==> config.mk <==
export PLATFORM = sky130hd
export DESIGN_NAME = bidirHsPort
export DESIGN_NICKNAME = d
export VERILOG_FILES = /design/src/rtl/bidirHsPkg.sv /design/src/rtl/dbBuf.sv /design/src/rtl/bidirHsData.sv /design/src/rtl/bidirHsCtrl.sv /design/src/rtl/bidirHsPort.sv
export SDC_FILE = /design/constraint.sdc
export NUM_CORES = 1
export LEC_CHECK = 0
export BUFFER_PORTS_ARGS = -buffer_cell sky130_fd_sc_hd__buf_4
export CAP_MARGIN = 5
export CORE_MARGIN = 10
export CORE_UTILIZATION = 55
export CTS_BUF_LIST = sky130_fd_sc_hd__clkbuf_4
export CTS_CLUSTER_DIAMETER = 40
export DETAILED_ROUTE_END_ITERATION = 12
export PLACE_DENSITY = 0.88
export RECOVER_POWER = 100
export SLEW_MARGIN = 20
export SYNTH_ARGS = -nofsm -noshare
export SYNTH_HDL_FRONTEND = slang
export SYNTH_SLANG_ARGS = --single-unit
==> constraint.sdc <==
create_clock -name clk -period 2.4 [get_ports clk]
set_clock_uncertainty 0.1 [all_clocks]
set_input_delay 0.12 -clock clk [delete_from_list [all_inputs] [get_ports clk]]
set_output_delay 0.12 -clock clk [all_outputs]
set_load 0.01 [all_outputs]
==> src/rtl/bidirHsPkg.sv <==
package bidirHsPkg;
  typedef struct packed {
    logic outPush;
    logic outPop;
    logic inPush;
    logic inPop;
    logic ovrSet;
  } hsStrobe_t;
endpackage

==> src/rtl/dbBuf.sv <==
module dbBuf #(
  parameter int W = 8,
  parameter int DEPTH = 2,
  localparam int CW = $clog2(DEPTH + 1),
  localparam int PW = (DEPTH > 1) ? $clog2(DEPTH) : 1
) (
  input  logic          clk,
  input  logic          rstN,
  input  logic          push,
  input  logic          pop,
  input  logic [W-1:0]  din,
  output logic [W-1:0]  dout,
  output logic [CW-1:0] count
);
  logic [W-1:0]  stage [DEPTH];
  logic [PW-1:0] wrPtr, rdPtr;
  logic doPush, doPop;

  assign doPush = push && (count < CW'(DEPTH));
  assign doPop  = pop && (count != '0);
  assign dout   = stage[rdPtr];

  function automatic logic [PW-1:0] nextPtr(input logic [PW-1:0] p);
    return (p == PW'(DEPTH - 1)) ? '0 : p + 1'b1;
  endfunction

  always_ff @(posedge clk) begin
    if (!rstN) begin
      wrPtr <= '0;
      rdPtr <= '0;
      count <= '0;
    end else begin
      if (doPush) wrPtr <= nextPtr(wrPtr);
      if (doPop)  rdPtr <= nextPtr(rdPtr);
      count <= count + CW'(doPush) - CW'(doPop);
    end
  end

  for (genvar i = 0; i < DEPTH; i++) begin : g_stage
    always_ff @(posedge clk) begin
      if (!rstN) stage[i] <= '0;
      else if (doPush && wrPtr == PW'(i)) stage[i] <= din;
    end
  end

  a_r3_no_overflow: assert property (@(posedge clk) disable iff (!rstN)
    count <= CW'(DEPTH));
  a_r10_no_underflow: assert property (@(posedge clk) disable iff (!rstN)
    (count == '0 && !push) |=> count == '0);
endmodule

==> src/rtl/bidirHsData.sv <==
module bidirHsData
  import bidirHsPkg::*;
#(
  parameter int W = 8,
  parameter int DEPTH = 2,
  localparam int CW = $clog2(DEPTH + 1)
) (
  input  logic          clk,
  input  logic          rstN,
  input  hsStrobe_t     strobe,
  input  logic [W-1:0]  hostWrData,
  input  logic [W-1:0]  padIn,
  output logic [W-1:0]  outHead,
  output logic [W-1:0]  inHead,
  output logic [CW-1:0] outCnt,
  output logic [CW-1:0] inCnt,
  output logic          overrun
);
  dbBuf #(.W(W), .DEPTH(DEPTH)) u_outBuf (
    .clk(clk), .rstN(rstN), .push(strobe.outPush), .pop(strobe.outPop),
    .din(hostWrData), .dout(outHead), .count(outCnt));

  dbBuf #(.W(W), .DEPTH(DEPTH)) u_inBuf (
    .clk(clk), .rstN(rstN), .push(strobe.inPush), .pop(strobe.inPop),
    .din(padIn), .dout(inHead), .count(inCnt));

  always_ff @(posedge clk) begin
    if (!rstN) overrun <= 1'b0;
    else if (strobe.ovrSet) overrun <= 1'b1;
  end

  a_r6_ovr_sticky: assert property (@(posedge clk) disable iff (!rstN)
    overrun |=> overrun);
  a_r6_drop_keeps_count: assert property (@(posedge clk) disable iff (!rstN)
    (strobe.ovrSet && !strobe.outPop) |=> outCnt == CW'(DEPTH));
endmodule

==> src/rtl/bidirHsCtrl.sv <==
module bidirHsCtrl
  import bidirHsPkg::*;
#(
  parameter int DEPTH = 2,
  parameter int GapCycles = 2,
  localparam int CW = $clog2(DEPTH + 1),
  localparam int GW = $clog2(GapCycles + 1)
) (
  input  logic          clk,
  input  logic          rstN,
  input  logic          hostWr,
  input  logic          hostRd,
  input  logic          outPulsed,
  input  logic          inPulsed,
  input  logic          useDma,
  input  logic          h1,
  input  logic          h3,
  input  logic [CW-1:0] outCnt,
  input  logic [CW-1:0] inCnt,
  output hsStrobe_t     strobe,
  output logic          padOe,
  output logic          h2,
  output logic          h4,
  output logic          irqReq,
  output logic          dmaReq
);
  logic h1Q, h3Q;
  logic [GW-1:0] outGap, inGap;
  logic outFull, inFull, svc;

  assign outFull = (outCnt == CW'(DEPTH));
  assign inFull  = (inCnt == CW'(DEPTH));

  always_comb begin
    strobe.outPush = hostWr && !outFull;
    strobe.ovrSet  = hostWr && outFull;
    strobe.outPop  = h1Q && !h1 && (outCnt != '0);
    strobe.inPush  = h3 && !h3Q && !inFull;
    strobe.inPop   = hostRd && (inCnt != '0);
  end

  always_ff @(posedge clk) begin
    if (!rstN) begin
      h1Q    <= 1'b0;
      h3Q    <= 1'b0;
      outGap <= '0;
      inGap  <= '0;
    end else begin
      h1Q <= h1;
      h3Q <= h3;
      if (strobe.outPop && outPulsed) outGap <= GW'(GapCycles);
      else if (outGap != '0)          outGap <= outGap - 1'b1;
      if (strobe.inPush && inPulsed)  inGap <= GW'(GapCycles);
      else if (inGap != '0)           inGap <= inGap - 1'b1;
    end
  end

  assign padOe  = h1;
  assign h2     = (outCnt != '0) && (!outPulsed || outGap == '0);
  assign h4     = !inFull && (!inPulsed || inGap == '0);
  assign svc    = (inCnt != '0) || (outCnt == '0);
  assign irqReq = svc && !useDma;
  assign dmaReq = svc && useDma;

  a_r5_out_gap: assert property (@(posedge clk) disable iff (!rstN)
    (strobe.outPop && outPulsed) |=> !h2);
  a_r9_in_gap: assert property (@(posedge clk) disable iff (!rstN)
    (strobe.inPush && inPulsed) |=> !h4);
  a_r8_full_ignored: assert property (@(posedge clk) disable iff (!rstN)
    (inFull && !hostRd) |=> inFull);
  a_r11_one_request: assert property (@(posedge clk) disable iff (!rstN)
    $countones({irqReq, dmaReq}) <= 1);
endmodule

==> src/rtl/bidirHsPort.sv <==
module bidirHsPort
  import bidirHsPkg::*;
#(
  parameter int W = 8,
  parameter int DEPTH = 2,
  parameter int GapCycles = 2,
  localparam int CW = $clog2(DEPTH + 1)
) (
  input  logic         clk,
  input  logic         rstN,
  input  logic         hostWr,
  input  logic [W-1:0] hostWrData,
  input  logic         hostRd,
  output logic [W-1:0] hostRdData,
  input  logic         outPulsed,
  input  logic         inPulsed,
  input  logic         useDma,
  input  logic [W-1:0] padIn,
  output logic [W-1:0] padOut,
  output logic         padOe,
  input  logic         h1,
  output logic         h2,
  input  logic         h3,
  output logic         h4,
  output logic         inAvail,
  output logic         outSpace,
  output logic         overrun,
  output logic         irqReq,
  output logic         dmaReq
);
  hsStrobe_t strobe;
  logic [CW-1:0] outCnt, inCnt;

  bidirHsCtrl #(.DEPTH(DEPTH), .GapCycles(GapCycles)) u_ctrl (
    .clk(clk), .rstN(rstN), .hostWr(hostWr), .hostRd(hostRd),
    .outPulsed(outPulsed), .inPulsed(inPulsed), .useDma(useDma),
    .h1(h1), .h3(h3), .outCnt(outCnt), .inCnt(inCnt), .strobe(strobe),
    .padOe(padOe), .h2(h2), .h4(h4), .irqReq(irqReq), .dmaReq(dmaReq));

  bidirHsData #(.W(W), .DEPTH(DEPTH)) u_data (
    .clk(clk), .rstN(rstN), .strobe(strobe), .hostWrData(hostWrData),
    .padIn(padIn), .outHead(padOut), .inHead(hostRdData),
    .outCnt(outCnt), .inCnt(inCnt), .overrun(overrun));

  assign inAvail  = (inCnt != '0);
  assign outSpace = (outCnt != CW'(DEPTH));

  a_r2_drive_window: assert property (@(posedge clk) disable iff (!rstN)
    (padOe && !h1) == 1'b0);
endmodule

==> reports/results.env, run 1 <==
FIRST_GLOBAL_VIAS=1520
FINAL-HOLD-VIOLATION-COUNT=0
MIN_FROM='inPulsed'
DRV_SLEW=0
DRTITER0DRC=57
CRITICALPATHCATEGORY='in -> reg'
FIN_CELLS=302
PLACEDCELLCOUNT=271
RR_WORST_DEPTH=8
VDD_IR_MAX_uV=709
START_KIND='primary input'
POWER.DENSITY_CELL_AREA_nW_PER_UM2=739
FP-ROW-COUNT=22
TIMING.CRITICAL_PATH.ARRIVAL_NS=2.08
SYNTH-ASYNC-RESET-RATIO=0
SYN-NUM-NETS=205
AVGROUTEDWIREPERCELL_MICRONS=14.5
INITIAL_UTILIZATION=0.579
INSERTEDDIODECOUNT=0
GPL.FINAL_WEIGHTED_CONGESTION=0.799
DRT_PRE_ANTENNA_ITERS=4
DIE_WIDTH_MICRONS=82.8
PLACE.PORT_BUFFERS=48
NUM_VIAS=1472
WORSTPATHREQUIRED_NS=2.53
DPL.HPWL_MM=3.09
CTS.ROOT.BUFFER_CELL='clkbuf_4'
TRITONCTS.NUM_BUFFERS=5
AREA_GROWTH_PCT=28.0
CLOCK_SINKS=49
DPL-INSTANCE-AREA_SQ_UM=2580
RUN_STATUS='finished, final reports clean'
CLKTRANSATPATHREGS_NS=0.14
FINAL_ANTENNA_NET_COUNT=0
FLOORPLAN.DIE_AREA_SQ_UM=6850
POST_SYNTHESIS_CELL_AREA_SQ_UM=2170
RSZ_0062_RAISED_AFTER_GLOBAL_ROUTING='false'
POST-ROUTE-PERIOD-UTIL=0.813
TOTALWIRELENGTH_MM=4.38
GRT_FIRST_PASS_WIRELENGTH_MM=7.02
WORST-PATH-MAX-FANOUT=15
LARGEST_NET_DEGREE_AT_THE_START_OF_GLOBAL_ROUTING=16
FINAL_DESIGN_AREA_NO_FILL_SQ_UM=2770
ANTENNA_FOUND_INITIAL=0
DIE_SPAN_IN_Y_MICRONS=82.8
TOTAL_LEAKAGE_POWER_nW=1.11
FIN_NETS=281
DESIGN_POWER_TOTAL_mW=2.05
MIN_PATH_TYPE='in -> reg'
SYNTH_SEQ_AREA_SHARE=0.601
SYNTH.YOSYS.WARNINGS=0
CLOCK.FMAX_MHz=512
WORST_R2R_STARTPOINT='u_data.u_outBuf.count[1]'
SYN_INST=177
CATEGORY_OF_THE_WORST_SETUP_PATH_CAPTURE_POINT='flop'
FP.COREAREA_SQ_UM=3740
TIGHTESTPINTRANSITION_NS=0.556
NUM-FILL-CELLS=281
SETUP_TNS_NS=0
WHS_PATH_DEPTH=4
CLKLATENCYLATEPIN_NS=0.36
MIN_TO='u_ctrl.inGap[0]'
CTS_RESIZED=0
YOSYS_REGISTER_BITS=49
DRIVE_GT1_FRAC=0.205
TRITONCTS='done'
DRT-VIAS-PER-INSTANCE=4.87
SYNTH_ENABLE_FLOP_CELLS=32
CTS-HTREE-LEVELS=2
POST_SYNTH.CELL_AREA_AVG_SQ_UM=12.2
REGTOREGENDPOINT='u_data.u_outBuf.count[1]'
SYNTHFLOPTYPE='edfxtp_1'
CLOCKBUFFERDEPTH=2
SYNTH_CELL_TYPES=34
GROUTE.USAGE.OVERALL=0.134
REG2REG_SETUP_SLACK_NS=0.47
BOUNDARYPINS=49
GRT.OVERFLOW.TOTAL=0
TIMING.MAX_SLEW.REL_SLACK=0.630
POST_CTS_SETUP_BUFFER_COUNT=0
MIN_PERIOD_NS=1.95
REMAINING_DRC_ERRORS=0
SETUP_VIOLATIONS=0
MAXCAPVIOLCOUNT=0
## critical path: stages
cell and delay [ns]:
dlygate4sd3_1 0.53, clkbuf_1 0.44, inv_1 0.32, nor3_2 0.47
and2_0 0.20
## power breakdown
part | internal [mW] | leakage, nW | total (mW) | switching (mW)
logic | 0.239 | 0.585 | 0.491 | 0.252
registers | 1.01 | 0.478 | 1.09 | 0.0712
clock network | 0.228 | 0.0433 | 0.471 | 0.243
total | 1.48 | 1.11 | 2.05 | 0.566
## final cells by class
| class | instances | area [sq um] | share of cell area |
|---|---|---|---|
| flip-flops and latches | 49 | 1300 | 0.469 |
| clock inverters | 2 | 33.8 | 0.0122 |
| repair buffers | 74 | 512 | 0.185 |
| multi-input cells | 117 | 798 | 0.288 |
| clock buffers | 6 | 45.0 | 0.0162 |
| well taps | 48 | 60.1 | 0.0217 |
| inverters | 6 | 22.5 | 0.00812 |
## per-layer routing
| metal | vias to the layer above | routed length (microns) | global-route usage |
|---|---|---|---|
| li1 | 757 | - | - |
| met1 | 680 | 1790 | 0.149 |
| met2 | 30 | 2300 | 0.236 |
| met3 | 5 | 247 | 0.0486 |
| met4 | 0 | 39 | 0.0351 |
| met5 | - | 0 | 0 |
## flip-flops by register name, summed over array words and instances, names as in the netlist, named ones only
register / flops
u_data.u_inBuf.wrPtr: 1
u_data.u_outBuf.wrPtr: 1
u_data.overrun: 1
u_data.u_inBuf.rdPtr: 1
u_data.u_outBuf.rdPtr: 1
u_data.u_outBuf.count: 2
u_ctrl.outGap: 2
u_data.u_outBuf.stage: 16
u_data.u_inBuf.stage: 16
u_ctrl.h1Q: 1
u_ctrl.inGap: 2
u_ctrl.h3Q: 1
u_data.u_inBuf.count: 2
## cell usage after synthesis (3+ instances only)
cell,n,area [sq um]
and2_1,38,238
dfxtp_1,17,340
edfxtp_1,32,961
ha_1,3,37.5
inv_1,5,18.8
mux2_2,16,180
nand2_1,9,33.8
nand2b_1,3,18.8
nor2_1,14,52.6
nor3_1,3,15.0
o21ai_0,5,25.0
xnor2_1,3,26.3
## what timing repair did
| item | CTS | global route |
|---|---|---|
| hold endpoints to repair | 39 | 0 |
| endpoints found under the setup margin | 0 | 0 |
| hold buffers | 23 | 0 |
## stage by stage
stage                util  hold slack [ns]  worst slack, ns
floorplan               -            0.113            0.656
global placement    0.689            0.212            0.612
detailed placement  0.689            0.212            0.531
CTS                 0.772           0.0657            0.502
global route        0.741           0.0822            0.255
finish              0.741           0.0686            0.448
## how the worst max path moves through the flow
| stage | start | endpoint | slack, ns | cells past startpoint |
|---|---|---|---|---|
| after global routing | rstN | u_data.u_outBuf.stage[1][6] | 0.25 | 5 |
| final | rstN | u_data.u_outBuf.stage[1][7] | 0.45 | 5 |
| after global placement | u_data.u_outBuf.count[1] | u_data.u_outBuf.count[1] | 0.61 | 7 |
| after floorplan | u_data.u_outBuf.count[1] | u_data.u_outBuf.stage[1][0] | 0.66 | 3 |
| after detailed placement | u_data.u_outBuf.count[1] | u_data.u_outBuf.count[1] | 0.53 | 7 |
| after CTS | u_data.u_outBuf.count[1] | u_data.u_outBuf.count[1] | 0.50 | 7 |
## layout by cell type, fill, tap and decap left out
cell type and n:
nand2_1 9, xnor2_1 3, nor3_2 2, o21a_1 2
and2_0 18, or2_2 1, clkinv_1 1, and2_2 1
o21ai_0 5, nor3_1 3, edfxtp_1 32, nor2b_1 2
clkbuf_4 6, nor2_1 15, nand3b_1 1, o31ai_1 1
and3_1 1, and3b_1 1, dfxtp_1 17, inv_1 6
dlygate4sd3_1 23, nand2b_1 3, mux2i_1 1, a211oi_1 1
or3_1 1, bufinv_16 1, a21oi_1 2, a31oi_1 1
buf_4 24, ha_1 3, mux2_2 16, and2_1 20
clkbuf_1 27, nor3b_2 1, xor2_1 2, o22ai_1 1
## kinds of logic after synthesis
kind of cell,synth area share
DFF,0.601
buffers and inverters,0.0237
xor gates and xnor gates,0.0202
adders and majority gates,0.0173
muxes,0.0878
and+or+nand+nor,0.214
AOI/OAI and AO/OA,0.0358
Power figures use the tool's default switching activity.
==> run 2, diff against run 1 <==
- ABC_AREA: default -> 1
- clock period: 2.4 -> 1.9 ns (I/O delays scaled with it)
==> run 2 against run 1 <==
Against the previous run:
- core utilization is 0.87 points higher
- via count is 7.6% higher
- global-route usage is 0.84 points higher
- sequential share of layout area is 0.19 points higher
- synthesized cell count is 14% higher
- setup slack worse by 0.32 ns
- critical path type is now reg -> reg
- area after synthesis is 2.5% lower
==> reports/results.env, run 2 <==
CRITICAL-PATH-TOP-DELAY-FAMILY='adder cells'
POWER_FRAC_COMB=0.254  # +0.014
SETUP_VIOLATIONS=0  # unchanged
FLOORPLAN.DIE_AREA_SQ_UM=6720  # -1.9%
CRITICALPATHCATEGORY='reg -> reg'
FINAL-HOLD-VIOLATION-COUNT=0  # unchanged
TIMING.CRITICAL_PATH.ARRIVAL_NS=1.93  # -0.15 ns
FINAL_ANTENNA_NET_COUNT=0  # unchanged
POWER.DENSITY_CELL_AREA_nW_PER_UM2=947  # +28%
FP-ROW-COUNT=22  # unchanged
CTS-HTREE-LEVELS=2  # unchanged
SYN-NUM-NETS=230  # +12%
CRITICAL_PATH_CELL_BY_CELL='nor2_2 > inv_1 > nand2_1 > inv_1 > ha_1 > inv_1 > ha_1 > xnor2_2 > o21ai_1 > a21oi_1'
WORSTSETUPPATHDEPTH=10  # +5
DRV_SLEW=0  # unchanged
NUM_VIAS=1584  # +7.6%
DPL.HPWL_MM=2.99  # -3.3%
DIE_SPAN_IN_Y_MICRONS=82.0  # -0.94%
PLACE.PORT_BUFFERS=48  # unchanged
POWER.CLOCK.FRACTION=0.227  # -0.003
CLKLATENCYLATEPIN_NS=0.35  # about the same
TIMING.CRITICAL_PATH.FROM='u_data.u_outBuf.count[1]'
CLOCK.FMAX_MHz=564
SYN_INST=202  # +14%
HOLD_SLACK_NS=0.0437  # -0.0249 ns
MIN_PATH_TYPE='in -> reg'
POST_SYNTHESIS_CELL_AREA_SQ_UM=2110  # -2.5%
SYNTHDOMINANTCELLAREASHARE=0.455  # +0.0113
CRIT_PATH_MAX_INCR_DELAY_NS=0.36  # -0.17 ns
NUM-FILL-CELLS=277  # -1.4%
CLOCKBUFFERDEPTH=2  # unchanged
SYNTH_CELL_TYPES=23  # -32%
VDD_IR_MAX_uV=603  # -15%
START_KIND='flop'
POST_SYNTH.CELL_AREA_AVG_SQ_UM=10.5  # -15%
SHARE_OF_THE_CORE_FILLED_WITH_CELLS_IN_THE_FINAL_LAYOUT=0.749  # +0.00868
SETUP_TNS_NS=0  # unchanged
WORST_R2R_STARTPOINT='u_data.u_outBuf.count[1]'
TIMING.CRITICAL_PATH.TO='u_data.u_outBuf.count[1]'
MIN_PERIOD_NS=1.77
MAXCAPVIOLCOUNT=0  # unchanged
FIN_NETS=311  # +11%
DRIVE_GT1_FRAC=0.187  # -0.0181
ANTENNA_FOUND_INITIAL=0  # unchanged
SYNTH-ASYNC-RESET-RATIO=0  # unchanged
SWITCHINGPOWER_uW=751  # +33%
RUN_STATUS='finished, final reports clean'
DIE_WIDTH_MICRONS=82.0  # -0.94%
BUFFER_AND_INVERTER_COUNT_ON_THE_WORST_PATH=3  # unchanged
LAYOUT.CELLS.MOST_COMMON_LIST='nor2_1, inv_1, edfxtp_1'
SYNTHTOPCELLSBYCOUNT='nor2_1, inv_1, edfxtp_1, dfxtp_1, mux2_2'
POST-ROUTE-PERIOD-UTIL=0.933
AREA_GROWTH_PCT=30.9
GROUTE.USAGE.OVERALL=0.142  # +0.00843
DRTITER0DRC=112  # +96%
REG2REG_SETUP_SLACK_NS=0.13  # -0.34 ns
TOTALWIRELENGTH_MM=4.47  # +2.2%
FP.COREAREA_SQ_UM=3690  # -1.5%
P_INT_mW=1.87  # +26%
LARGEST_NET_DEGREE_AT_THE_START_OF_GLOBAL_ROUTING=17  # +1
SYNTHFLOPTYPE='edfxtp_1'
CLOCK_SINKS=49  # unchanged
NET_SWITCHING_FRACTION_OF_THE_POWER=0.287  # +0.0107
POWER.SHARE.SEQUENTIAL=0.519  # -0.011
BOUNDARYPINS=49  # unchanged
GPL.FINAL_WEIGHTED_CONGESTION=0.787  # -1.5%
MOST_FREQUENT_CELL_AFTER_SYNTHESIS='nor2_1'
WORSTPATHREQUIRED_NS=2.05  # -0.48 ns
GRT.OVERFLOW.TOTAL=0  # unchanged
SYNTH_ENABLE_FLOP_CELLS=32  # unchanged
FIRST_GLOBAL_VIAS=1627  # +7.0%
POST-SYNTH-TOP-AREA-CELL='edfxtp_1'
TIMING.MAX_SLEW.REL_SLACK=0.651  # +0.0216
CLKTRANSATPATHREGS_NS=0.13  # about the same
DRT-VIAS-PER-INSTANCE=4.77  # -2.1%
CTS.ROOT.BUFFER_CELL='clkbuf_4'
LARGESTREGISTERS='u_data.u_inBuf.stage x16, u_data.u_outBuf.stage x16'
DRT_PRE_ANTENNA_ITERS=4  # unchanged
INSERTEDDIODECOUNT=0  # unchanged
SYNTH_SEQ_AREA_SHARE=0.616  # +0.0153
CATEGORY_OF_THE_WORST_SETUP_PATH_CAPTURE_POINT='flop'
REGTOREGENDPOINT='u_data.u_outBuf.count[1]'
TIGHTESTPINTRANSITION_NS=0.523  # -0.0324 ns
TOTAL_LEAKAGE_POWER_nW=1.25  # +13%
CRIT_SLOWEST_CELL='dfxtp_2'
YOSYS_REGISTER_BITS=49  # unchanged
TRITONCTS.NUM_BUFFERS=5  # unchanged
CRIT_TOP_CELL='inv_1'
SYNTH.YOSYS.WARNINGS=0  # unchanged
TRITONCTS='done'
WORST-PATH-MAX-FANOUT=4  # -11
GRT_FIRST_PASS_WIRELENGTH_MM=7.40  # +5.5%
SYNTH.AREA.TOP_CELLS='edfxtp_1, dfxtp_1, mux2_2, nor2_1, inv_1'
INITIAL_UTILIZATION=0.573  # -0.00595
AVGROUTEDWIREPERCELL_MICRONS=13.5  # -7.1%
MOSTFREQUENTLAYOUTCELL='nor2_1'
REMAINING_DRC_ERRORS=0  # unchanged
RR_WORST_DEPTH=10  # +2
run 2: how the worst min path moves through the flow:
| stage | from | to | slack, ns | cells past startpoint |
|---|---|---|---|---|
| 6_report | hostRd | u_data.u_inBuf.count[1] | 0.04 | 5 |
| 5_1_grt | hostRd | u_data.u_inBuf.count[1] | 0.08 | 5 |
| 4_1_cts | hostRd | flop | 0.03 | 4 |
| 3_5_place_dp | h3 | u_ctrl.h3Q | 0.19 | 3 |
| 3_3_place_gp | h3 | u_ctrl.h3Q | 0.19 | 3 |
| 2_1_floorplan | h3 | u_ctrl.h3Q | 0.09 | 2 |
run 2: power groups by stage:
stage / clock (mW) / sequential [mW] / combinational [mW]
final: 0.593 / 1.36 / 0.665
after global routing: 0.651 / 1.38 / 0.759
after CTS: 0.602 / 1.36 / 0.770
after detailed placement: 0 / 1.39 / 0.723
after global placement: 0 / 1.38 / 0.713
after floorplan: 0 / 1.35 / 0.449
run 2: layer usage:
layer | GRT usage | up-vias | share of wire
li1 | - | 808 | -
met3 | 0.0426 | 5 | 0.045
met1 | 0.159 | 730 | 0.41
met5 | 0 | - | 0
met4 | 0.0510 | 0 | 0.014
met2 | 0.251 | 41 | 0.53
run 2: timing repair:
action                                 CTS  global route
buffers inserted                         0             1
gates resized for setup                  0             4
endpoints found under the hold margin   43             0
setup endpoints to repair                0             1
hold buffers                            25             0
run 2: through the flow:
stage	worst slack [ns]	power [mW]	cells	area, sq um
6_report	0.126	2.62	332	2760
5_1_grt	-0.0107	2.79	332	2760
4_1_cts	0.0652	2.74	331	2870
3_5_place_dp	0.0970	2.11	298	2540
3_3_place_gp	0.186	2.09	298	2540
2_1_floorplan	0.163	1.80	202	2110
run 2: worst min-delay path, stage by stage:
cell,delay (ns)
buf_4,0.12
nand4_1,0.10
nand3_1,0.07
nand2_1,0.06
nor2_1,0.03
run 2: layout make-up:
type	count	area (sq um)	area share
clock buffers	6	45.0	0.0163
multi-input cells	111	631	0.228
flip-flops and latches	49	1300	0.471
repair buffers	78	549	0.199
inverters	38	143	0.0516
clock inverters	2	33.8	0.0122
well taps	48	60.1	0.0217
run 2: cells by family after synthesis:
kind of cell	share of synthesized area
AO/OA/AOI/OAI	0.0385
XOR/XNOR	0.0166
adder cells (fa/ha/maj)	0.0178
buffers and inverters	0.0794
flip-flops	0.616
multiplexers	0.0853
AND/OR/NAND/NOR	0.146
==> run 3, diff against run 2 <==
- CELL_PAD_IN_SITES_DETAIL_PLACEMENT: default -> 0
- CELL_PAD_IN_SITES_GLOBAL_PLACEMENT: default -> 1
- CORE_UTILIZATION: 55 -> 42
- RECOVER_POWER: 100 -> 50
==> run 3 against run 2 <==
Against the previous run:
- first-iteration DRC count fell by 4.5%
- largest power group unchanged
- non-clock buffer count rose by 2
- highest routed layer unchanged
- die area rose by 23%
==> reports/results.env, run 3 (synthesis gave the netlist of run 2 again) <==
DIE_WIDTH_MICRONS=90.9  # +11%
FP-ROW-COUNT=25  # +14%
CLOCK.FMAX_MHz=561  # -0.51%
LAYOUT.CELLS.MOST_COMMON_LIST='buf_4, nor2_1, inv_1'
CLKLATENCYLATEPIN_NS=0.36  # about the same
INITIAL_UTILIZATION=0.441  # -0.131
CTS.ROOT.BUFFER_CELL='clkbuf_4'
DPL.HPWL_MM=3.06  # +2.2%
CLKTRANSATPATHREGS_NS=0.13  # about the same
TIMING.MAX_SLEW.REL_SLACK=0.735  # +0.0834
PLACE.PORT_BUFFERS=48  # unchanged
VDD_IR_MAX_uV=493  # -18%
FINAL-HOLD-VIOLATION-COUNT=0  # unchanged
GPL.FINAL_WEIGHTED_CONGESTION=0.757  # -3.8%
DRTITER0DRC=107  # -4.5%
WORSTPATHREQUIRED_NS=2.05  # about the same
TRITONCTS='done'
FLOORPLAN.DIE_AREA_SQ_UM=8260  # +23%
DRIVE_GT1_FRAC=0.294  # +0.107
POST-ROUTE-PERIOD-UTIL=0.938  # +0.00475
DRT_PRE_ANTENNA_ITERS=4  # unchanged
TIGHTESTPINTRANSITION_NS=0.398  # -0.126 ns
FIN_NETS=313  # +0.64%
GROUTE.USAGE.OVERALL=0.109  # -0.0333
CATEGORY_OF_THE_WORST_SETUP_PATH_CAPTURE_POINT='flop'
START_KIND='flop'
GRT.OVERFLOW.TOTAL=0  # unchanged
SETUP_VIOLATIONS=0  # unchanged
MULTIINPUTGATEAREA_SQ_UM=653  # +3.6%
FINAL_ANTENNA_NET_COUNT=0  # unchanged
RUN_STATUS='finished, final reports clean'
MOSTFREQUENTLAYOUTCELL='buf_4'
DESIGN_POWER_TOTAL_mW=2.76  # +5.4%
NUM_VIAS=1565  # -1.2%
MIN_PERIOD_NS=1.78  # +0.00902 ns
AVGROUTEDWIREPERCELL_MICRONS=12.6  # -6.2%
DIE_SPAN_IN_Y_MICRONS=90.9  # +11%
LARGESTREGISTERS='u_data.u_inBuf.stage x16, u_data.u_outBuf.stage x16'
MIN_PATH_TYPE='in -> reg'
LARGEST_NET_DEGREE_AT_THE_START_OF_GLOBAL_ROUTING=17  # unchanged
SETUP_TNS_NS=0  # unchanged
BOUNDARYPINS=49  # unchanged
POWER.DENSITY_CELL_AREA_nW_PER_UM2=945  # -0.14%
FIRST_GLOBAL_VIAS=1612  # -0.92%
SHARE_OF_THE_CORE_FILLED_WITH_CELLS_IN_THE_FINAL_LAYOUT=0.609  # -0.140
REMAINING_DRC_ERRORS=0  # unchanged
SEQCELLAREA_SQ_UM=1300  # unchanged
FIN_CELLS=353  # +6.3%
CRITICALPATHCATEGORY='reg -> reg'
NUM-FILL-CELLS=436  # +57%
FP.COREAREA_SQ_UM=4790  # +30%
FINAL_DESIGN_AREA_NO_FILL_SQ_UM=2920  # +5.5%
FINAL_CRITICAL_PATH_SETUP_SLACK_NS=0.117  # -0.00902 ns
DETAILEDPLACE.WORSTSLACK_NS=0.124  # +0.0273 ns
DRT-VIAS-PER-INSTANCE=4.43  # -7.1%
GRT_FIRST_PASS_WIRELENGTH_MM=7.40  # about the same
AREA_GROWTH_PCT=38.1
CLOCKBUFFERDEPTH=2  # unchanged
INSERTEDDIODECOUNT=0  # unchanged
PLACEDCELLCOUNT=318  # +6.7%
CTS-HTREE-LEVELS=2  # unchanged
TOTALWIRELENGTH_MM=4.46  # -0.31%
ANTENNA_FOUND_INITIAL=0  # unchanged
RSZ_0062_RAISED_AFTER_GLOBAL_ROUTING='false'
TRITONCTS.NUM_BUFFERS=5  # unchanged
HOLD_SLACK_NS=0.0248  # -0.0189 ns
CLOCK_SINKS=49  # unchanged
TOTAL_LEAKAGE_POWER_nW=1.35  # +8.0%
MAXCAPVIOLCOUNT=0  # unchanged
DPL-INSTANCE-AREA_SQ_UM=2570  # +1.2%
DRV_SLEW=0  # unchanged
WORST-PATH-MAX-FANOUT=4  # unchanged
TIMING.CRITICAL_PATH.ARRIVAL_NS=1.94  # about the same
==> run 3: path summary, 6_finish.rpt <==
path / end / start / slack, ns / cells past startpoint
worst max-delay path: u_data.u_outBuf.count[1] / u_data.u_outBuf.count[1] / 0.12 / 10
worst min-delay path: u_data.u_inBuf.rdPtr / hostRd / 0.02 / 4
worst max register to register: u_data.u_outBuf.count[1] / u_data.u_outBuf.count[1] / 0.12 / 10
worst min register to register: u_ctrl.inGap[0] / u_ctrl.inGap[0] / 0.35 / 1
==> run 3: cell type report <==
cell class              count  area share
flip-flops and latches     49       0.447
repair buffers             80       0.225
multi-input cells         111       0.224
inverters                  38      0.0489
well taps                  67      0.0287
clock buffers               6      0.0154
clock inverters             2      0.0116
==> run 3: worst max-delay path, stage by stage (launching register included) <==
cell	delay, ns
dfxtp_2	0.36
nor2_2	0.15
inv_1	0.07
nand2_1	0.09
inv_1	0.06
ha_1	0.27
inv_1	0.04
ha_1	0.19
xnor2_2	0.14
o21ai_0	0.15
a21oi_1	0.05
==> run 3: what timing repair did <==
action	in CTS	in global routing
hold endpoints to repair	43	0
hold buffers	25	0
setup endpoints to repair	0	1
resized for setup	0	3
buffers inserted	0	2
==> run 3: per-layer routing <==
| layer | global-route usage | part of all wire | wire length [microns] |
|---|---|---|---|
| met1 | 0.119 | 0.43 | 1930 |
| met2 | 0.189 | 0.50 | 2240 |
| met3 | 0.0382 | 0.054 | 242 |
| met4 | 0.0431 | 0.011 | 47 |
| met5 | 0 | 0 | 0 |
==> run 3: power by group <==
group | switching [mW] | internal [mW]
Clock | 0.314 | 0.289
Combinational | 0.379 | 0.413
Sequential | 0.0853 | 1.28
Total | 0.778 | 1.98
